`config.mk`:
```
export PLATFORM = sky130hd
export DESIGN_NAME = hbus_port
export DESIGN_NICKNAME = d
export VERILOG_FILES = /design/src/rtl/hbus_pkg.sv /design/src/rtl/hbus_sync.sv /design/src/rtl/hbus_strobe.sv /design/src/rtl/hbus_assemble.sv /design/src/rtl/hbus_rddrv.sv /design/src/rtl/hbus_port.sv
export SDC_FILE = /design/constraint.sdc
export NUM_CORES = 1
export LEC_CHECK = 0
export CAP_MARGIN = 25
export CORE_ASPECT_RATIO = 1.2
export CORE_MARGIN = 2
export CORE_UTILIZATION = 40
export CTS_CLUSTER_SIZE = 16
export DETAILED_ROUTE_END_ITERATION = 12
export MAX_ROUTING_LAYER = met4
export PLACE_DENSITY_LB_ADDON = 0.3
export SETUP_SLACK_MARGIN = 0.05
export SYNTH_ARGS = -nofsm -noshare
export SYNTH_HDL_FRONTEND = slang
export SYNTH_SLANG_ARGS = --single-unit
```
`constraint.sdc`:
```
create_clock -name clk -period 3.8 [get_ports clk]
set_input_delay 0.76 -clock clk [delete_from_list [all_inputs] [get_ports clk]]
set_output_delay 0.76 -clock clk [all_outputs]
set_load 0.01 [all_outputs]
```
`src/rtl/hbus_pkg.sv`:
```
// Shared constants and types for the host bus port.
// Assumes an 8-bit bus with a 4-bit narrow mode and a 7-bit address counter.
package hbus_pkg;
    localparam int BYTE_W   = 8;
    localparam int NIB_W    = BYTE_W / 2;
    localparam int AC_W     = BYTE_W - 1;
    // function-set opcode tag in bits 7..5 and its width bit
    localparam logic [2:0] FSET_TAG   = 3'b001;
    localparam int         FSET_WBIT  = 4;

    typedef enum logic {
        STYLE_ENABLE = 1'b0,
        STYLE_SPLIT  = 1'b1
    } bus_style_e;

    // one synchronized sample of the bus
    typedef struct packed {
        logic              rs;
        logic              ctl_a;   // read/write select or write strobe
        logic              ctl_b;   // enable or read strobe
        logic [BYTE_W-1:0] d;
    } bus_smp_t;
endpackage

```
`src/rtl/hbus_sync.sv`:
```
// Multi-stage synchronizer for a vector of asynchronous bus lines.
// Gives the synchronized sample and the one before it for edge finding.
// On reset every stage loads the live input, so no false edge follows reset.
module hbus_sync #(
    parameter int WIDTH  = 11,
    parameter int STAGES = 2
) (
    input  logic             clk,
    input  logic             rst_n,
    input  logic [WIDTH-1:0] async_i,
    output logic [WIDTH-1:0] sync_o,
    output logic [WIDTH-1:0] prev_o
);
    logic [STAGES:0][WIDTH-1:0] stage_q;

    // shift the bus sample through the stage chain
    always_ff @(posedge clk) begin
        if (!rst_n) begin
            for (int k = 0; k <= STAGES; k++) stage_q[k] <= async_i;
        end else begin
            stage_q[0] <= async_i;
            for (int k = 1; k <= STAGES; k++) stage_q[k] <= stage_q[k-1];
        end
    end

    assign sync_o = stage_q[STAGES-1];
    assign prev_o = stage_q[STAGES];
endmodule

```
`src/rtl/hbus_strobe.sv`:
```
// Decodes bus events from two successive synchronized samples of the controls.
// Assumes the host keeps the select line steady around each strobe edge.
module hbus_strobe
    import hbus_pkg::*;
(
    input  bus_style_e style,
    input  logic       a_now,
    input  logic       a_prev,
    input  logic       b_now,
    input  logic       b_prev,
    output logic       wr_ev,
    output logic       rd_start,
    output logic       rd_end,
    output logic       drive_end
);
    // map the two bus styles onto common write/read events
    always_comb begin
        if (style == STYLE_ENABLE) begin
            wr_ev     = b_prev & ~b_now & ~a_now;
            rd_start  = ~b_prev & b_now & a_now;
            rd_end    = b_prev & ~b_now & a_now;
            drive_end = b_prev & ~b_now;
        end else begin
            wr_ev     = ~a_prev & a_now;
            rd_start  = b_prev & ~b_now;
            rd_end    = ~b_prev & b_now;
            drive_end = ~b_prev & b_now;
        end
    end
endmodule

```
`src/rtl/hbus_assemble.sv`:
```
// Builds bytes from 8-bit or nibble transfers and issues one-clock strobes.
// Tracks the bus width (function-set bit) and the shared nibble phase.
module hbus_assemble
    import hbus_pkg::*;
(
    input  logic              clk,
    input  logic              rst_n,
    input  logic              wr_ev,
    input  logic              rd_end,
    input  logic              rs_i,
    input  logic [BYTE_W-1:0] d_i,
    output logic              cmd_stb,
    output logic              dat_stb,
    output logic [BYTE_W-1:0] byte_o,
    output logic              rd_adv,
    output logic              wide_o,
    output logic              phase_o
);
    logic              wide_q;
    logic              phase_q;
    logic [NIB_W-1:0]  hi_q;
    logic [BYTE_W-1:0] full_byte;
    logic              done;
    logic              fset;

    // form the candidate byte and detect completion and function-set
    always_comb begin
        full_byte = wide_q ? d_i : {hi_q, d_i[BYTE_W-1 -: NIB_W]};
        done      = wr_ev & (wide_q | phase_q);
        fset      = done & ~rs_i & (full_byte[BYTE_W-1 -: 3] == FSET_TAG);
    end

    // update width, phase and strobes per bus event
    always_ff @(posedge clk) begin
        if (!rst_n) begin
            wide_q  <= 1'b1;
            phase_q <= 1'b0;
            hi_q    <= '0;
            cmd_stb <= 1'b0;
            dat_stb <= 1'b0;
            rd_adv  <= 1'b0;
            byte_o  <= '0;
        end else begin
            cmd_stb <= done & ~rs_i;
            dat_stb <= done & rs_i;
            rd_adv  <= 1'b0;
            if (done) byte_o <= full_byte;
            if (wr_ev) begin
                if (!wide_q) begin
                    phase_q <= ~phase_q;
                    if (!phase_q) hi_q <= d_i[BYTE_W-1 -: NIB_W];
                end
                if (fset && (full_byte[FSET_WBIT] != wide_q)) begin
                    wide_q  <= full_byte[FSET_WBIT];
                    phase_q <= 1'b0;
                end
            end else if (rd_end) begin
                if (wide_q) begin
                    rd_adv <= rs_i;
                end else begin
                    phase_q <= ~phase_q;
                    rd_adv  <= rs_i & phase_q;
                end
            end
        end
    end

    assign wide_o  = wide_q;
    assign phase_o = phase_q;
endmodule

```
`src/rtl/hbus_rddrv.sv`:
```
// Registers the read value and the data-line enable for one read transfer.
// Narrow mode places the selected nibble on the upper lines, lower lines zero.
module hbus_rddrv
    import hbus_pkg::*;
(
    input  logic              clk,
    input  logic              rst_n,
    input  logic              rd_start,
    input  logic              drive_end,
    input  logic              rs_i,
    input  logic              wide_i,
    input  logic              phase_i,
    input  logic [AC_W-1:0]   ac_in,
    input  logic [BYTE_W-1:0] rd_byte,
    output logic [BYTE_W-1:0] d_o,
    output logic              d_oe
);
    logic [BYTE_W-1:0] sel;
    logic [BYTE_W-1:0] shaped;

    // choose status or RAM byte and shape it for the bus width
    always_comb begin
        sel = rs_i ? rd_byte : {1'b0, ac_in};
        if (wide_i)       shaped = sel;
        else if (phase_i) shaped = {sel[NIB_W-1:0], {NIB_W{1'b0}}};
        else              shaped = {sel[BYTE_W-1 -: NIB_W], {NIB_W{1'b0}}};
    end

    // hold the drive window between strobe assertion and release
    always_ff @(posedge clk) begin
        if (!rst_n) begin
            d_o  <= '0;
            d_oe <= 1'b0;
        end else if (rd_start) begin
            d_o  <= shaped;
            d_oe <= 1'b1;
        end else if (drive_end) begin
            d_oe <= 1'b0;
        end
    end
endmodule

```
`src/rtl/hbus_port.sv`:
```
// Host parallel bus slave: synchronizes the bus, decodes either strobe style,
// assembles bytes and drives read data. Optional external reset input.
module hbus_port #(
    parameter int  SYNC_STAGES = 2,
    parameter bit  EXT_RST_EN  = 1'b1
) (
    input  logic       clk,
    input  logic       rst_n,
    input  logic       ext_rst_n,
    input  logic       cfg_split_strobes,
    input  logic       bus_rs,
    input  logic       bus_rw_wrn,
    input  logic       bus_e_rdn,
    input  logic [7:0] bus_d_i,
    output logic [7:0] bus_d_o,
    output logic       bus_d_oe,
    input  logic [6:0] ac_in,
    input  logic [7:0] rd_byte,
    output logic       cmd_stb,
    output logic       dat_stb,
    output logic [7:0] xfer_byte,
    output logic       rd_adv,
    output logic       core_rst_n
);
    import hbus_pkg::*;
    localparam int SMP_W = $bits(bus_smp_t);

    bus_smp_t   smp_raw, smp_now, smp_prev;
    bus_style_e style;
    logic       wr_ev, rd_start, rd_end, drive_end;
    logic       wide, phase;

    // gather the bus lines into one sample word
    always_comb begin
        smp_raw.rs    = bus_rs;
        smp_raw.ctl_a = bus_rw_wrn;
        smp_raw.ctl_b = bus_e_rdn;
        smp_raw.d     = bus_d_i;
        style         = bus_style_e'(cfg_split_strobes);
    end

    generate
        if (EXT_RST_EN) begin : g_ext_rst
            logic [1:0] ext_q;
            // bring the external reset into the clock domain
            always_ff @(posedge clk) begin
                if (!rst_n) ext_q <= 2'b11;
                else        ext_q <= {ext_q[0], ext_rst_n};
            end
            assign core_rst_n = rst_n & ext_q[1];
        end else begin : g_no_ext_rst
            logic unused_ext;
            assign unused_ext = ext_rst_n;
            assign core_rst_n = rst_n;
        end
    endgenerate

    hbus_sync #(.WIDTH(SMP_W), .STAGES(SYNC_STAGES)) u_sync (
        .clk     (clk),
        .rst_n   (rst_n),
        .async_i (smp_raw),
        .sync_o  (smp_now),
        .prev_o  (smp_prev)
    );

    hbus_strobe u_strobe (
        .style     (style),
        .a_now     (smp_now.ctl_a),
        .a_prev    (smp_prev.ctl_a),
        .b_now     (smp_now.ctl_b),
        .b_prev    (smp_prev.ctl_b),
        .wr_ev     (wr_ev),
        .rd_start  (rd_start),
        .rd_end    (rd_end),
        .drive_end (drive_end)
    );

    hbus_assemble u_asm (
        .clk     (clk),
        .rst_n   (core_rst_n),
        .wr_ev   (wr_ev),
        .rd_end  (rd_end),
        .rs_i    (smp_now.rs),
        .d_i     (smp_now.d),
        .cmd_stb (cmd_stb),
        .dat_stb (dat_stb),
        .byte_o  (xfer_byte),
        .rd_adv  (rd_adv),
        .wide_o  (wide),
        .phase_o (phase)
    );

    hbus_rddrv u_rd (
        .clk       (clk),
        .rst_n     (core_rst_n),
        .rd_start  (rd_start),
        .drive_end (drive_end),
        .rs_i      (smp_now.rs),
        .wide_i    (wide),
        .phase_i   (phase),
        .ac_in     (ac_in),
        .rd_byte   (rd_byte),
        .d_o       (bus_d_o),
        .d_oe      (bus_d_oe)
    );
endmodule

```
Word level (Yosys, flattened, before mapping)

Cells that the tools add are included.

Output and inout bits: 21
Bits of input ports: 30
Flip-flop bits (word level): 60

Reductions and logical operators: 6
Mux-type cells: 16
Equality and inequality tests: 2
Bitwise gates (word level): 22

Operator list:

| cell               | number |
|---|---|
| $mux 32            | 1 |
| $mux 8             | 4 |
| $and 1x1->1        | 12 |
| $mux 1             | 11 |
| $not 1->1          | 9 |
| $reduce_bool 2->1  | 2 |
| $eq 3x1->1 const B | 1 |
| $reduce_and 3->1   | 1 |
| $reduce_or 3->1    | 1 |
| $reduce_and 2->1   | 1 |
| $logic_and 1x1->1  | 1 |
| $ne 1x1->1         | 1 |
| $or 1x1->1         | 1 |

Depth between registers and ports, before layout

Depth in word-level cells: 10
Depth in mapped cells: 7

By module

Synthesis repeated with hierarchy kept, for this count alone.

Cell total of the unflattened synthesis: 221
Area total of the unflattened synthesis: 2444.8 um2

Modules (own cells, without submodules):

| module        | instances | cells an instance | area each (um2) |
|---|---|---|---|
| hbus_sync     | 1         | 79                | 1096.1 |
| hbus_assemble | 1         | 78                | 742.0 |
| hbus_rddrv    | 1         | 49                | 456.7 |
| hbus_strobe   | 1         | 10                | 91.3 |
| hbus_port     | 1         | 5                 | 58.8 |

Worst setup path after synthesis

Ideal clock, no wire load.

Path type: input -> output
Start: in rst_n
End: out core_rst_n
Stages on the path: 3
Data arrival time: 1.210 ns
Buffers on the path: 1
Data required time: 3.040 ns
Slack: 1.830 ns
Path through: buf_2 -> nand2_1 -> inv_1

Word-level cells in the longest chain between the ends: 1

Ends and longest elaborated chain:

| what        | line            | source |
|---|---|---|
| from (decl) | hbus_port.sv:8  | `input logic rst_n,` |
| $and 1x1->1 | hbus_port.sv:50 | `assign core_rst_n = rst_n & ext_q[1];` |
| to (decl)   | hbus_port.sv:23 | `output logic core_rst_n` |

No other way between the ends.

Worst setup path in the final report

Same ends and word-level chain as after synthesis.

==> qor.csv <==
metric,value,unit
Yosys top cell area share,52.03,%
vias in the first global route,1257,
relative slew slack,57.21,%
hpwl dp,2.533,mm
"Seq/Total Area, Yosys",52.03,%
# setup viols final,0,
unrepaired setup endpoints after global routing,no,
Final Cycle Share,74.33,%
die area,5586,µm²
Num Clock Sinks,52,
initial antenna violation count,0,
routability cong.,0.8140,
Final Cell Area,2618,µm²
Crit. End Element,primary output,
H-tree depth,2,
"antenna viol nets, final",0,
"Net Count, Synth",218,
Net Sw Frac,23.48,%
Area after DPL,2524,µm²
initial core utilization,41.08,%
Mapped Area,2001,µm²
Post-synth EDFFs,0,
"Hold-fix buffers, CTS",0,
DR iter-0 viols,61,
register bit total from synthesis,52,
clock share of power,29.9,%
DRC,0,
CP max FO,6,
PwrDens,406.5,nW/µm²
synth top area cells,"dfxtp_1, mux2i_1, mux2_2, nor2_1, a211oi_1",
register clock-pin slew on the reported worst setup and hold paths,0.08,ns
syn_area_per_cell,10.70,µm²
Die Ht,81.47,µm
"count leader, synth",dfxtp_1,
Fillers,451,
Worst Path Required,3.04,ns
vias per std cell,4.733,
max_cap viols,0,
Post-CTS Setup Bufs,0,
diodes inserted,0,
Rows,28,
Yosys warnings,0,
GRT Total Usage,13.80,%
P_sw,0.0002498,W
Max clock buf depth,2,
sequential share of power,56.2,%
share of layout cells above drive strength 1,10.17,%
most frequent cells after synthesis,"dfxtp_1, mux2i_1, nor2_1, nand2_1, mux2_2",
endpoints failing hold,0,
Worst VDD drop,0.3542,mV
worst hold path class,register to register,
Num CTS Buffers,5,
Die Wd,68.56,µm
Post-synth top flop,dfxtp_1,
"Arr. time, crit path",2.06,ns
asr flop ratio synth,0,%
status,completed,
Port Buf Inserts,50,
clk root buf,clkbuf_8,
CTS tree,yes,
via count,1401,
clock skew,0.005950,ns
Comb pwr share,13.8,%
Congestion Overflow GR,0,
Synth area leader,dfxtp_1,
final WL,3.437,mm
hold_ws,0.4151,ns
CP Launch Type,input pin,
number of I/O pins,51,
nets,266,
synthesized instance count,187,
synth unique cells,38,
post-DR wirelength/cell,11.61,µm
Slew Limit Fails,0,
largest net degree at the start of global routing,23,
fin crit period,2.824,ns
Pre-antenna DRT Iters,4,
Fin Setup TNS,0,ns
Slew @ Worst Pin,0.6409,ns
clock latency on the worst-skew pair,0.30,ns
internal power,0.0008141,W
Setup CP Type,input pin to primary output,
Core Region,4870,µm²
Resized cells post-CTS,0,
global-route wire length before repair,5.671,mm
Fmax,0.3540,GHz
P_leak,1.107,nW
P&R area growth vs syn,30.83,%
==> flip-flops by register name, indices dropped and copies added, names as in the netlist <==
signal           count
g_ext_rst.ext_q      2
u_asm.byte_o         8
u_asm.cmd_stb        1
u_asm.dat_stb        1
u_asm.hi_q           4
u_asm.phase_o        1
u_asm.rd_adv         1
u_asm.wide_o         1
u_rd.d_o             8
u_rd.d_oe            1
u_sync.prev_o        2
u_sync.stage_q      11
u_sync.sync_o       11
==> per-layer routing <==
metal | share of wire [%] | wire (µm) | up-vias | GRT usage (%)
li1 | - | - | 745 | -
met4 | 0.55 | 19 | 0 | 4.800
met5 | 0 | 0 | - | -
met1 | 47 | 1606 | 632 | 17.01
met2 | 49 | 1680 | 22 | 21.35
met3 | 3.8 | 131 | 2 | 4.110
==> final cells by class <==
cell class / count / area [µm²] / share of cell area (%)
Clock buffer: 7 / 86.33 / 3.298
Clock inverter: 1 / 7.507 / 0.2868
Inverter: 3 / 11.26 / 0.4302
Multi-Input combinational cell: 120 / 873.3 / 33.37
Sequential cell: 52 / 1041 / 39.77
Tap cell: 60 / 75.07 / 2.868
Timing Repair Buffer: 53 / 523.0 / 19.98
==> cell families after synthesis <==
kind of cell / count (synthesis) / synth area share, %
AND/OR/NAND/NOR: 57 / 14.63
flip-flops: 52 / 52.03
multiplexers: 38 / 19.57
AO/OA/AOI/OAI: 24 / 8.818
buffers and inverters: 15 / 4.315
adder cells (fa/ha/maj): 1 / 0.6253
==> metrics by stage <==
step           setup WS (ns)  util, %  instances  total power [W]
2_1_floorplan          1.830        -        187        0.0006928
3_5_place_dp          0.9551    51.82        288        0.0007604
6_report              0.9755    53.75        296         0.001064
3_3_place_gp          0.9633    51.82        288        0.0007584
4_1_cts               0.9515    53.75        296         0.001078
5_1_grt               0.9005    53.75        296         0.001114
==> power groups by stage <==
stage | Sequential, W | Combinational [W] | Clock [W]
2_1_floorplan | 0.000610 | 0.0000831 | 0
3_3_place_gp | 0.000611 | 0.000148 | 0
3_5_place_dp | 0.000612 | 0.000149 | 0
4_1_cts | 0.000599 | 0.000149 | 0.000330
5_1_grt | 0.000603 | 0.000163 | 0.000349
6_report | 0.000598 | 0.000147 | 0.000319
==> critical path, cell delays in order <==
cell and delay [ns]:
clkdlybuf4s50_1 0.50, nand2_1 0.08, inv_1 0.15, clkdlybuf4s50_1 0.57
==> placed cells by master (no fill, tap or decap), drive strengths merged, types with 5 or more instances in the layout <==
cell and n:
clkdlybuf4s50 50, nor2 25, nand2b 5, a211oi 9, dfxtp 52, o21ai 5, nand2 12, mux2i 29
mux2 9, clkbuf 7
==> path summary, 6_finish.rpt <==
path,slack (ns),from,endpoint,depth (start not counted)
setup / recovery,0.98,rst_n,core_rst_n,4
setup reg to reg,1.77,u_asm.wide_o,u_asm.byte_o[1],5
hold reg to reg,0.42,g_ext_rst.ext_q[0],g_ext_rst.ext_q[1],1
hold / removal,0.42,g_ext_rst.ext_q[0],g_ext_rst.ext_q[1],1
Power figures use the tool's default switching activity.
